### src/rtl/rowpol_pkg.sv
package rowpol_pkg;

  typedef enum logic [1:0] {
    AREA_DRAM = 2'd0,
    AREA_EXT  = 2'd1,
    AREA_REG  = 2'd2,
    AREA_EXTB = 2'd3
  } area_e;

  typedef enum logic [1:0] {
    MST_CPU      = 2'd0,
    MST_DMA_SGL  = 2'd1,
    MST_DMA_DUAL = 2'd2,
    MST_OTHER    = 2'd3
  } master_e;

  typedef enum logic [1:0] {
    CMD_ACT = 2'd0,
    CMD_RD  = 2'd1,
    CMD_WR  = 2'd2,
    CMD_PRE = 2'd3
  } cmd_e;

  typedef enum logic [2:0] {
    ST_IDLE      = 3'd0,
    ST_PRE_OPEN  = 3'd1,
    ST_ACT       = 3'd2,
    ST_RW        = 3'd3,
    ST_PRE_CLOSE = 3'd4
  } st_e;

  // Fast-page eligibility: burst must be on; single-address DMA also needs its option bit.
  function automatic logic fast_ok(input logic burst, input logic dma_fp,
                                   input logic [1:0] master);
    return burst && !((master == MST_DMA_SGL) && !dma_fp);
  endfunction

  // Row survives a non-DRAM access only with burst and hold both set.
  function automatic logic keep_on_suspend(input logic burst, input logic hold);
    return burst && hold;
  endfunction

endpackage

### src/rtl/rowpol_plan.sv
module rowpol_plan
  import rowpol_pkg::*;
#(
  parameter int ROW_W = 13
) (
  input  logic [1:0]       area,
  input  logic [ROW_W-1:0] row,
  input  logic [1:0]       master,
  input  logic             burst_en,
  input  logic             hold_row,
  input  logic             dma_fp,
  input  logic             held_valid,
  input  logic [ROW_W-1:0] held_row,
  output st_e              first_st,
  output logic             close_after,
  output logic             fast
);

  logic is_dram;
  logic row_hit;
  logic reuse;

  always_comb begin
    is_dram     = (area == AREA_DRAM);
    row_hit     = held_valid && (row == held_row);
    fast        = fast_ok(burst_en, dma_fp, master);
    reuse       = row_hit && fast;
    close_after = is_dram && !fast;
    if (is_dram) begin
      if (held_valid && !reuse) first_st = ST_PRE_OPEN;
      else if (!reuse)          first_st = ST_ACT;
      else                      first_st = ST_RW;
    end else begin
      if (held_valid && !keep_on_suspend(burst_en, hold_row)) first_st = ST_PRE_CLOSE;
      else                                                    first_st = ST_IDLE;
    end
  end

endmodule

### src/rtl/rowpol_rowreg.sv
module rowpol_rowreg #(
  parameter int ROW_W = 13
) (
  input  logic             clk,
  input  logic             rst_n,
  input  logic             open_en,
  input  logic [ROW_W-1:0] open_row,
  input  logic             release_en,
  output logic             held_valid,
  output logic [ROW_W-1:0] held_row
);

  always_ff @(posedge clk) begin
    if (!rst_n) begin
      held_valid <= 1'b0;
      held_row   <= '0;
    end else if (open_en) begin
      held_valid <= 1'b1;
      held_row   <= open_row;
    end else if (release_en) begin
      held_valid <= 1'b0;
    end
  end

endmodule

### src/rtl/rowpol_seq.sv
module rowpol_seq
  import rowpol_pkg::*;
#(
  parameter int ROW_W = 13
) (
  input  logic             clk,
  input  logic             rst_n,
  input  logic             req_valid,
  input  logic             req_write,
  input  logic [ROW_W-1:0] req_row,
  input  st_e              plan_first,
  input  logic             plan_close,
  input  logic             plan_fast,
  input  logic             auto_release,
  input  logic [ROW_W-1:0] held_row,
  output logic             ready,
  output logic             cmd_valid,
  output logic [1:0]       cmd_code,
  output logic [ROW_W-1:0] cmd_row,
  output logic             acc_mode,
  output logic             open_en,
  output logic             release_en
);

  st_e              st;
  logic             l_wr;
  logic             l_close;
  logic             l_fast;
  logic [ROW_W-1:0] l_row;
  logic             accept;

  assign ready  = (st == ST_IDLE) && !auto_release;
  assign accept = req_valid && ready;

  always_ff @(posedge clk) begin
    if (!rst_n) begin
      st      <= ST_IDLE;
      l_wr    <= 1'b0;
      l_close <= 1'b0;
      l_fast  <= 1'b0;
      l_row   <= '0;
    end else begin
      case (st)
        ST_IDLE: begin
          if (auto_release) begin
            st <= ST_PRE_CLOSE;
          end else if (accept) begin
            st      <= plan_first;
            l_wr    <= req_write;
            l_close <= plan_close;
            l_fast  <= plan_fast;
            l_row   <= req_row;
          end
        end
        ST_PRE_OPEN:  st <= ST_ACT;
        ST_ACT:       st <= ST_RW;
        ST_RW:        st <= l_close ? ST_PRE_CLOSE : ST_IDLE;
        ST_PRE_CLOSE: st <= ST_IDLE;
        default:      st <= ST_IDLE;
      endcase
    end
  end

  always_comb begin
    cmd_valid  = (st != ST_IDLE);
    open_en    = (st == ST_ACT);
    release_en = (st == ST_PRE_OPEN) || (st == ST_PRE_CLOSE);
    acc_mode   = l_fast;
    cmd_row    = release_en ? held_row : l_row;
    case (st)
      ST_ACT:  cmd_code = CMD_ACT;
      ST_RW:   cmd_code = l_wr ? CMD_WR : CMD_RD;
      default: cmd_code = CMD_PRE;
    endcase
  end

endmodule

### src/rtl/rowpol_ctrl.sv
module rowpol_ctrl
  import rowpol_pkg::*;
#(
  parameter int ROW_W = 13
) (
  input  logic             clk,
  input  logic             rst_n,
  input  logic             cfg_burst_en,
  input  logic             cfg_hold_row,
  input  logic             cfg_dma_fp,
  input  logic             req_valid,
  input  logic [1:0]       req_area,
  input  logic [ROW_W-1:0] req_row,
  input  logic [1:0]       req_master,
  input  logic             req_write,
  output logic             ready,
  output logic             cmd_valid,
  output logic [1:0]       cmd_code,
  output logic [ROW_W-1:0] cmd_row,
  output logic             acc_mode,
  output logic             ras_n
);

  st_e              plan_first;
  logic             plan_close;
  logic             plan_fast;
  logic             held_valid;
  logic [ROW_W-1:0] held_row;
  logic             evt_open;
  logic             evt_release;
  logic             evt_auto_release;

  assign evt_auto_release = held_valid && !cfg_burst_en;
  assign ras_n            = !held_valid;

  rowpol_plan #(.ROW_W(ROW_W)) u_plan (
    .area        (req_area),
    .row         (req_row),
    .master      (req_master),
    .burst_en    (cfg_burst_en),
    .hold_row    (cfg_hold_row),
    .dma_fp      (cfg_dma_fp),
    .held_valid  (held_valid),
    .held_row    (held_row),
    .first_st    (plan_first),
    .close_after (plan_close),
    .fast        (plan_fast)
  );

  rowpol_seq #(.ROW_W(ROW_W)) u_seq (
    .clk          (clk),
    .rst_n        (rst_n),
    .req_valid    (req_valid),
    .req_write    (req_write),
    .req_row      (req_row),
    .plan_first   (plan_first),
    .plan_close   (plan_close),
    .plan_fast    (plan_fast),
    .auto_release (evt_auto_release),
    .held_row     (held_row),
    .ready        (ready),
    .cmd_valid    (cmd_valid),
    .cmd_code     (cmd_code),
    .cmd_row      (cmd_row),
    .acc_mode     (acc_mode),
    .open_en      (evt_open),
    .release_en   (evt_release)
  );

  rowpol_rowreg #(.ROW_W(ROW_W)) u_rowreg (
    .clk        (clk),
    .rst_n      (rst_n),
    .open_en    (evt_open),
    .open_row   (cmd_row),
    .release_en (evt_release),
    .held_valid (held_valid),
    .held_row   (held_row)
  );

endmodule

### config.mk
export PLATFORM = sky130hd
export DESIGN_NAME = rowpol_ctrl
export DESIGN_NICKNAME = d
export VERILOG_FILES = /design/src/rtl/rowpol_pkg.sv /design/src/rtl/rowpol_plan.sv /design/src/rtl/rowpol_rowreg.sv /design/src/rtl/rowpol_seq.sv /design/src/rtl/rowpol_ctrl.sv
export SDC_FILE = /design/constraint.sdc
export NUM_CORES = 1
export LEC_CHECK = 0
export ABC_CLOCK_PERIOD_IN_PS = 2000
export BUFFER_PORTS_ARGS = -buffer_cell sky130_fd_sc_hd__buf_2
export CAP_MARGIN = 20
export CORE_ASPECT_RATIO = 1.25
export CORE_MARGIN = 2
export CORE_UTILIZATION = 25
export CTS_CLUSTER_SIZE = 24
export DETAILED_ROUTE_END_ITERATION = 6
export SLEW_MARGIN = 10
export SYNTH_ARGS = -nofsm -noshare
export SYNTH_HDL_FRONTEND = slang
export SYNTH_SLANG_ARGS = --single-unit
### constraint.sdc
create_clock -name clk -period 2 [get_ports clk]
set_input_delay 0.2 -clock clk [delete_from_list [all_inputs] [get_ports clk]]
set_output_delay 0.2 -clock clk [all_outputs]
set_load 0.01 [all_outputs]
==> metrics.yaml, run 1 <==
synth:
  ys_seq_area_frac: 0.3967
  synth_compound_area_frac: 0.04433
  syn-num-nets: 207
  synth_cells: 183
  synth_top_area_frac: 0.3967
  yosysWarnings: 0
  synthMuxAreaShare: 0.1781
  synth_area_leaders: "dfxtp_1, mux2i_1, mux2_2"
  synth_top_family_by_area: "simple AND/OR/NAND/NOR gates"
  ys_types: 29
  yosys.area_share.simple: 0.2539
  avgSynthCellArea_um2: 9.100
  yosys.area.top_type: "dfxtp_1"
  synth_adder_area_share: 0
  synth_area_um2: 1665
  synth_seq_cells: 33
  synth_xor_area_frac: 0.07889
setup_path:
  endpoint: "cmd_row[11]"
  setup.worst_path.start_class: "flip-flop"
  r2r_start: "u_seq.st[1]$_SDFFE_PN0P_"
  crit_chain: "nor2_1 -> buf_4 -> mux2_2 -> buf_2"
  r2r_end: "u_seq.l_close$_SDFFE_PN0P_"
  arrival_ps: 1690
  crit_type: "flip-flop to primary output"
  reg2reg_depth: 4
  crit_start: "u_seq.st[1]$_SDFFE_PN0P_"
  r2r_setup_slack_ps: 350
  slowest_delay_ps: 660
  crit_slowest_cell: "dfxtp_1"
  cp_data_required_time_ps: 1800
  crit_fanout: 17
  crit_path_end_kind: "primary output"
clock_network:
  clock_path_buffers: 2
  numCtsBuffers: 5
  clkTransAtPathRegs_ps: 70
  clock-sinks: 33
  cts_tree: "done"
  post_cts.repair.setup_buffers: 0
  htree_levels: 2
  worstSkewPairLatency_ps: 280
  root_buffer: "clkbuf_8"
placed_design:
  hpwl_um: 3114
  port_buffers: 42
  gp_congestion: 0.7407
pwr:
  clkPwrFrac: 0.335
  p_seq_frac: 0.462
  total_power_mw: 1.636
  switching_power_mw: 0.4531
  power.density_nw_per_um2: 776.9
  switching_share: 0.2769
  vdd_drop_max_mv: 0.3332
  internal_power_mw: 1.183
  comb_power_share: 0.202
  power.leakage_nw: 0.9542
global_routing:
  grt_max_degree: 18
  grt_use_total: 0.1179
  grt_antenna_before_repair: 0
  grt_pass1_wl_um: 6768
  grt_pass1_vias: 1412
  grt-ovfl-total: 0
sta:
  slew_violations: 0
  rsz0062_at_grt: "false"
  max_freq_mhz: 529.6
  tightest_slew_ps: 537.4
  finalCriticalPeriod_ps: 1888
  holdWs_ps: 142.7
  finalHoldViolCount: 0
  relSlewSlack: 0.6412
  period_share: 0.9442
  tns_ps: 0
  skew_ps: 4.093
  setup_violations: 0
min_path:
  hp-class: "input port to flip-flop"
drt:
  drt_iter0_markers: 56
  viasPerCell: 4.462
  dr_total_vias: 1419
  wl_per_cell_um: 13.04
  ant_nets: 0
  firstDrtPassIters: 4
  drcViolationCount: 0
  drt_wl_total_um: 4146
cells_and_area:
  layout.nets: 254
  layout_commonest_cell: "buf_2"
  area_delta_synth_final_pct: 26.45
  final_core_util: 0.3228
  layout_common_cells: "buf_2, nor2_1, dfxtp_1"
  antennaDiodeCount: 0
  drive_gt1_frac: 0.3333
die:
  rows: 33
  die_w_um: 77
  core_um2: 6524
  initial_core_util: 0.2553
  dieArea_um2: 7334
  die_height_um: 95.25
  ios: 43
status:
  status: "finished, final reports clean"
run:
  drv_cap: 0
==> state kept, by name (all words and copies together) (netlist names) <==
| signal | count |
|---|---|
| u_rowreg.held_row | 13 |
| u_seq.l_row | 13 |
| u_seq.st | 3 |
| u_rowreg.held_valid | 1 |
| u_seq.acc_mode | 1 |
| u_seq.l_close | 1 |
| u_seq.l_wr | 1 |
==> synth_stat cells <==
| cell | n |
|---|---|
| nor2_1 | 35 |
| dfxtp_1 | 33 |
| mux2i_1 | 15 |
| nor3_1 | 14 |
| mux2_2 | 13 |
| nor4b_1 | 13 |
| xor2_1 | 13 |
| clkbuf_1 | 7 |
| a21oi_1 | 6 |
| inv_1 | 6 |
| buf_2 | 4 |
| nand2_1 | 3 |
| nand3_1 | 2 |
| nor4_1 | 2 |
| o21ai_0 | 2 |
| xnor2_1 | 2 |
| a2111oi_0 | 1 |
| a311o_1 | 1 |
| and2_1 | 1 |
| and2b_1 | 1 |
| and3_1 | 1 |
| buf_6 | 1 |
| nand2b_1 | 1 |
| nand3_4 | 1 |
| nand4_1 | 1 |
| nor3_4 | 1 |
| o21a_1 | 1 |
| o21bai_1 | 1 |
| or4_1 | 1 |
==> cell families after synthesis <==
group	Yosys count
simple gates	77
buf+inv	18
compound gates	12
mux	28
flops	33
xor+xnor	15
==> worst min path at each step <==
stage                                             to  start  cells past startpoint
finish              u_rowreg.held_valid$_SDFFE_PN0P_  rst_n                      2
global route        u_rowreg.held_valid$_SDFFE_PN0P_  rst_n                      2
CTS                 u_rowreg.held_valid$_SDFFE_PN0P_  rst_n                      2
detailed placement  u_rowreg.held_valid$_SDFFE_PN0P_  rst_n                      2
global placement    u_rowreg.held_valid$_SDFFE_PN0P_  rst_n                      2
floorplan           u_rowreg.held_valid$_SDFFE_PN0P_  rst_n                      1
==> power by group through the flow <==
stage | clock, mW | combinational, mW | sequential, mW
2_1_floorplan | 0 | 0.228 | 0.754
3_3_place_gp | 0 | 0.333 | 0.771
5_1_grt | 0.591 | 0.373 | 0.764
3_5_place_dp | 0 | 0.336 | 0.771
4_1_cts | 0.562 | 0.337 | 0.757
6_report | 0.548 | 0.331 | 0.756
==> metrics by stage <==
step	setup slack, ps	cells	area (µm²)
4_1_cts	79.89	318	2103
2_1_floorplan	366.9	183	1665
6_report	111.6	318	2106
3_3_place_gp	394.2	310	2002
5_1_grt	3.423	318	2106
3_5_place_dp	365.7	310	2002
==> worst max-delay path, delay by kind of cell (launching register included) <==
family                 cells  cell delay (ps)
buffers and inverters      2              350
flip-flops                 1              660
multiplexers               1              270
AND/OR/NAND/NOR            1              130
==> per-layer routing <==
metal  up-vias  part of all wire  GRT usage
met1       648              0.47     0.1449
met5         -                 0          0
met4         0            0.0096    0.04167
li1        726                 -          -
met2        40              0.46     0.1974
met3         5             0.058    0.03504
==> area by class of cell <==
cell class / count / area (µm²)
Sequential cell: 33 / 663.1
Inverter: 6 / 22.52
Multi-Input combinational cell: 132 / 924.6
Clock buffer: 7 / 96.34
Fill cell: 722 / 4418
Clock inverter: 1 / 5.005
Timing Repair Buffer: 52 / 285.3
Tap cell: 87 / 108.9
==> repair_timing <==
item	4_1_cts	5_1_grt
hold buffers	0	0
hold endpoints to repair	0	0
resized for setup	0	2
setup endpoints to repair	0	9
Power figures use the tool's default switching activity.
==> run 2: changes to the inputs <==
--- a/config.mk
+++ b/config.mk
@@ -8,11 +8,12 @@
 export ABC_CLOCK_PERIOD_IN_PS = 2000
 export BUFFER_PORTS_ARGS = -buffer_cell sky130_fd_sc_hd__buf_2
 export CAP_MARGIN = 20
-export CORE_ASPECT_RATIO = 1.25
+export CORE_ASPECT_RATIO = 0.8
 export CORE_MARGIN = 2
 export CORE_UTILIZATION = 25
 export CTS_CLUSTER_SIZE = 24
 export DETAILED_ROUTE_END_ITERATION = 6
+export HOLD_SLACK_MARGIN = 0.03
 export SLEW_MARGIN = 10
 export SYNTH_ARGS = -nofsm -noshare
 export SYNTH_HDL_FRONTEND = slang
==> run 2 against run 1 <==
Compared with the run above: register-to-register slack gained 90 ps; maximum frequency up 5.5%; routed wire length increased by 3.4%; clock skew is 0.65 ps higher; worst hold slack lost 9.1 ps; clock power is 18% higher; first-iteration DRC count rose by 21%; sequential power down 0.5%; utilization rose by 0.83 points; combinational power rose by 3%; sequential cell count unchanged; critical endpoint is now cmd_row[9]; largest power group unchanged.
==> metrics.yaml, run 2 (same netlist as run 1, synthesis figures left out) <==
die:
  initial_core_util: 0.2599  # was 0.2553
  die_height_um: 77  # was 95.25 µm
  die_w_um: 95.25  # was 77 µm
  rows: 26  # was 33
  dieArea_um2: 7334  # unchanged
  core_um2: 6409  # was 6524 µm²
  ios: 43  # unchanged
clock_network:
  hold_buffers: 0  # unchanged
  worstSkewPairLatency_ps: 280  # about the same
  htree_levels: 2  # unchanged
  clock_path_buffers: 2  # unchanged
  post_cts.repair.setup_buffers: 0  # unchanged
  clkTransAtPathRegs_ps: 70  # about the same
  root_buffer: "clkbuf_8"  # unchanged
  numCtsBuffers: 5  # unchanged
  clock-sinks: 33  # unchanged
  cts.repair.resized: 0  # unchanged
  cts_tree: "done"  # unchanged
sta:
  max_freq_mhz: 558.9  # was 529.6 MHz
  skew_ps: 4.742  # was 4.093 ps
  rsz0062_at_grt: "false"  # unchanged
  finalCriticalPeriod_ps: 1789  # was 1888 ps
  slew_violations: 0  # unchanged
  finalHoldViolCount: 0  # unchanged
  tns_ps: 0  # unchanged
  period_share: 0.8946  # was 0.9442
  holdWs_ps: 133.6  # was 142.7 ps
  setup_violations: 0  # unchanged
  tightest_slew_ps: 467.7  # was 537.4 ps
  relSlewSlack: 0.6802  # was 0.6412
placed_design:
  gp_congestion: 0.7487  # was 0.7407
  dpl_cell_area_um2: 2006  # was 2002 µm²
  port_buffers: 42  # unchanged
  dp.cells: 308  # was 310
  hpwl_um: 3267  # was 3114 µm
pwr:
  p_seq_frac: 0.433  # was 0.462
  power.density_nw_per_um2: 818.8  # was 776.9 nW/µm²
  vdd_drop_max_mv: 0.3139  # was 0.3332 mV
  power.leakage_nw: 0.9635  # was 0.9542 nW
  switching_share: 0.2639  # was 0.2769
  comb_power_share: 0.196  # was 0.202
  clkPwrFrac: 0.372  # was 0.335
  total_power_mw: 1.738  # was 1.636 mW
  internal_power_mw: 1.279  # was 1.183 mW
  switching_power_mw: 0.4586  # was 0.4531 mW
cells_and_area:
  reg_top3: "u_rowreg.held_row x13, u_seq.l_row x13, u_seq.st x3"  # unchanged
  layout.nets: 255  # was 254
  multi_input_area_um2: 924.6  # unchanged
  antennaDiodeCount: 0  # unchanged
  area.sequential_um2: 660.6  # was 663.1 µm²
  area_delta_synth_final_pct: 27.42  # was 26.45%
  instances_no_fill: 316  # was 318
  final_area_um2: 2122  # was 2106 µm²
  drive_gt1_frac: 0.3233  # was 0.3333
  layout_common_cells: "buf_2, nor2_1, dfxtp_1"  # unchanged
  fillers: 685  # was 722
  layout_commonest_cell: "buf_2"  # unchanged
setup_path:
  crit_path_end_kind: "primary output"  # unchanged
  setup.worst_path.start_class: "flip-flop"  # unchanged
  r2r_start: "u_seq.st[0]$_SDFFE_PN0P_"  # was u_seq.st[1]$_SDFFE_PN0P_
  arrival_ps: 1590  # was 1690 ps
  crit_type: "flip-flop to primary output"  # unchanged
  cp_data_required_time_ps: 1800  # about the same
  crit_start: "u_seq.st[1]$_SDFFE_PN0P_"  # unchanged
  crit_fanout: 13  # was 17
global_routing:
  grt_pass1_vias: 1402  # was 1412
  grt_use_total: 0.1253  # was 0.1179
  grt_pass1_wl_um: 7065  # was 6768 µm
  grt-ovfl-total: 0  # unchanged
  grt_max_degree: 30  # was 18
  grt_antenna_before_repair: 0  # unchanged
drt:
  drcViolationCount: 0  # unchanged
  viasPerCell: 4.570  # was 4.462
  wl_per_cell_um: 13.57  # was 13.04 µm
  ant_nets: 0  # unchanged
  drt_wl_total_um: 4289  # was 4146 µm
  firstDrtPassIters: 4  # unchanged
  dr_total_vias: 1444  # was 1419
  drt_iter0_markers: 68  # was 56
min_path:
  hp-class: "input port to flip-flop"  # unchanged
  min_from: "rst_n"  # unchanged
status:
  status: "finished, final reports clean"  # unchanged
run:
  drv_cap: 0  # unchanged
run 2: cell types whose count changed in the layout (fill, tap and decap cells not counted), sizes merged:
cell	previous run	this run
bufinv	0	1
clkinv	1	0
buf	52	53
run 2: power groups by stage:
| stage | Sequential (mW) | Clock (mW) | Combinational, mW |
|---|---|---|---|
| 2_1_floorplan | 0.754 | 0 | 0.228 |
| 3_3_place_gp | 0.765 | 0 | 0.342 |
| 3_5_place_dp | 0.767 | 0 | 0.344 |
| 4_1_cts | 0.752 | 0.665 | 0.345 |
| 5_1_grt | 0.761 | 0.697 | 0.379 |
| 6_report | 0.752 | 0.646 | 0.340 |
run 2: cell type report:
class	instances	area share
sequential	33	0.3113
clock inverter	1	0.01415
timing repair buffer	53	0.1380
tap	84	0.04953
multi-input combinational	132	0.4357
clock buffer	7	0.04068
inverter	6	0.01061
run 2: worst paths after layout:
kind                                       to  slack, ps  cells after the start
max                                cmd_row[9]        210                      4
max reg2reg        u_seq.l_close$_SDFFE_PN0P_        440                      5
min reg2reg        u_seq.l_close$_SDFFE_PN0P_        480                      2
min          u_rowreg.held_valid$_SDFFE_PN0P_        130                      2
run 2: stage by stage:
step,util,worst slack (ps)
after floorplan,-,366.9
after global placement,0.3130,468.4
after detailed placement,0.3130,455.4
after CTS,0.3311,182.0
after global routing,0.3311,64.19
final,0.3311,210.7
run 2: metal layers:
layer	global-route usage	vias up	share of wire
met4	0.02609	0	0.0068
li1	-	732	-
met3	0.03733	5	0.072
met5	0	-	0
met1	0.1795	669	0.47
met2	0.1845	38	0.46
run 2: critical path: stages (launching register included):
cell and delay (ps):
dfxtp_1 430, nor2_1 190, buf_4 200, mux2_2 350
buf_2 140
==> run 3: changes to the inputs <==
--- a/config.mk
+++ b/config.mk
@@ -8,7 +8,6 @@
 export ABC_CLOCK_PERIOD_IN_PS = 2000
 export BUFFER_PORTS_ARGS = -buffer_cell sky130_fd_sc_hd__buf_2
 export CAP_MARGIN = 20
-export CORE_ASPECT_RATIO = 0.8
 export CORE_MARGIN = 2
 export CORE_UTILIZATION = 25
 export CTS_CLUSTER_SIZE = 24
==> run 3 against run 2 <==
Compared with the run above: worst setup slack got worse by 66 ps; maximum frequency decreased by 3.6%; via count shrank 1.9%; count of clock-buffer cells in the layout decreased by 2; sequential cell count is the same; die area is essentially flat; routed wire length fell by 0.72%; worst hold slack improved by 6.5 ps; global-route usage fell by 0.43 points; sequential share of layout area up 0.81 points.
==> metrics.yaml, run 3 (same netlist as run 1, synthesis figures left out) <==
placed_design:
  port_buffers: 42  # unchanged
  hpwl_um: 3137  # was 3267 µm
  gp_congestion: 0.7574  # was 0.7487
drt:
  m1WireLength_um: 2024  # was 1997 µm
  wl_met2_um: 1864  # was 1953 µm
  dr_wl_met3_um: 314  # was 308 µm
  wl_per_cell_um: 13.87  # was 13.57 µm
  drt_iter0_markers: 73  # was 68
  drt_wl_total_um: 4258  # was 4289 µm
  firstDrtPassIters: 4  # unchanged
  drcViolationCount: 0  # unchanged
  dr_total_vias: 1417  # was 1444
  viasPerCell: 4.616  # was 4.570
  ant_nets: 0  # unchanged
  top_layer_used: "met4"  # unchanged
clock_network:
  numCtsBuffers: 5  # unchanged
  clock_path_buffers: 2  # unchanged
  worstSkewPairLatency_ps: 290  # was 280 ps
  clkTransAtPathRegs_ps: 70  # about the same
  post_cts.repair.setup_buffers: 0  # unchanged
  cts_tree: "done"  # unchanged
  clock-sinks: 33  # unchanged
  htree_levels: 2  # unchanged
  root_buffer: "clkbuf_8"  # unchanged
setup_path:
  crit_path_end_kind: "primary output"  # unchanged
  arrival_ps: 1660  # was 1590 ps
  reg2reg_depth: 5  # unchanged
  r2r_end: "u_seq.l_close$_SDFFE_PN0P_"  # unchanged
  setup.worst_path.start_class: "flip-flop"  # unchanged
  r2r_setup_slack_ps: 260  # was 440 ps
  cp_data_required_time_ps: 1800  # about the same
  crit_type: "flip-flop to primary output"  # unchanged
  r2r_start: "u_seq.st[0]$_SDFFE_PN0P_"  # unchanged
  crit_fanout: 12  # was 13
pwr:
  power.leakage_nw: 0.9381  # was 0.9635 nW
  vdd_drop_max_mv: 0.2853  # was 0.3139 mV
  power.density_nw_per_um2: 762.0  # was 818.8 nW/µm²
min_path:
  hp-class: "input port to flip-flop"  # unchanged
  holdPathStages: 2  # unchanged
  min_to: "u_rowreg.held_valid$_SDFFE_PN0P_"  # unchanged
  min_from: "rst_n"  # unchanged
sta:
  finalCriticalPeriod_ps: 1855  # was 1789 ps
  tightest_slew_ps: 603.9  # was 467.7 ps
  relSlewSlack: 0.5870  # was 0.6802
  max_freq_mhz: 539.0  # was 558.9 MHz
  slew_violations: 0  # unchanged
  finalHoldViolCount: 0  # unchanged
  skew_ps: 7.967  # was 4.742 ps
  rsz0062_at_grt: "false"  # unchanged
  period_share: 0.9276  # was 0.8946
  setup_violations: 0  # unchanged
  tns_ps: 0  # unchanged
  holdWs_ps: 140.1  # was 133.6 ps
cells_and_area:
  layout_common_cells: "buf_2, nor2_1, dfxtp_1"  # unchanged
  reg_top3: "u_rowreg.held_row x13, u_seq.l_row x13, u_seq.st x3"  # unchanged
  area_delta_synth_final_pct: 24.42  # was 27.42%
  layout.nets: 253  # was 255
  layout_commonest_cell: "buf_2"  # unchanged
  drive_gt1_frac: 0.3304  # was 0.3233
  antennaDiodeCount: 0  # unchanged
  fillers: 673  # was 685
global_routing:
  grt_use_total: 0.1209  # was 0.1253
  grt_max_degree: 30  # unchanged
  grt_antenna_before_repair: 0  # unchanged
  grt_pass1_wl_um: 6948  # was 7065 µm
  grt_pass1_vias: 1384  # was 1402
  grt-ovfl-total: 0  # unchanged
die:
  core_um2: 6386  # was 6409 µm²
  initial_core_util: 0.2608  # was 0.2599
  dieArea_um2: 7330  # was 7334 µm²
  die_w_um: 85.62  # was 95.25 µm
  ios: 43  # unchanged
  die_height_um: 85.62  # was 77 µm
  rows: 29  # was 26
status:
  status: "finished, final reports clean"  # unchanged
run:
  drv_cap: 0  # unchanged
[run 3: changes by cell type in the layout (fill, tap and decap cells not counted), sizes merged]
cell,delta
buf,-2
clkbuf,-2
clkinv,+2
bufinv,-1
clkinvlp,+1
[run 3: routing by layer]
layer	GRT usage	vias to the layer above
met3	0.04139	6
met4	0.04040	0
li1	-	729
met2	0.1776	45
met1	0.1657	637
met5	0	-
[run 3: metrics by stage]
stage,worst slack (ps),std cells,cell area (µm²),utilization,power [mW]
after floorplan,366.9,183,1665,-,0.9821
after global placement,338.7,299,1982,0.3103,1.101
after CTS,56.67,307,2068,0.3239,1.600
after global routing,30.74,307,2072,0.3245,1.675
after detailed placement,277.7,299,1982,0.3103,1.105
final,144.8,307,2072,0.3245,1.579
[run 3: power breakdown]
part	total (mW)	switching, mW	internal (mW)
clock	0.491	0.251	0.240
combinational	0.335	0.173	0.162
sequential	0.753	0.0448	0.708
total	1.58	0.469	1.11
[run 3: worst max-delay path, cell delays in order (launching register included)]
cell,delay (ps)
dfxtp_1,330
xnor2_1,150
nor2_2,130
buf_4,250
mux2_2,370
buf_2,140
[run 3: cell type report]
cell class,instances,area [µm²],share of cell area
multi-input cells,132,927.1,0.4475
clock inverters,3,17.52,0.008454
inverters,6,22.52,0.01087
repair buffers,51,277.8,0.1341
well taps,77,96.34,0.04650
flip-flops and latches,33,661.9,0.3194
clock buffers,5,68.82,0.03321
[run 3: how the worst max path moves through the flow]
stage                                  start                         end  slack (ps)
detailed placement  u_seq.st[0]$_SDFFE_PN0P_  u_seq.l_close$_SDFFE_PN0P_         280
finish              u_seq.st[0]$_SDFFE_PN0P_                  cmd_row[1]         140
global placement    u_seq.st[0]$_SDFFE_PN0P_  u_seq.l_close$_SDFFE_PN0P_         340
floorplan           u_seq.st[2]$_SDFFE_PN0P_                  cmd_row[0]         370
CTS                 u_seq.st[1]$_SDFFE_PN0P_                  cmd_row[1]          60
global route        u_seq.st[2]$_SDFFE_PN0P_                  cmd_row[1]          30
[run 3: repair_timing]
item / 4_1_cts / 5_1_grt
gates resized for setup: 0 / 2
endpoints found under the setup margin: 0 / 12
hold buffers: 0 / 0
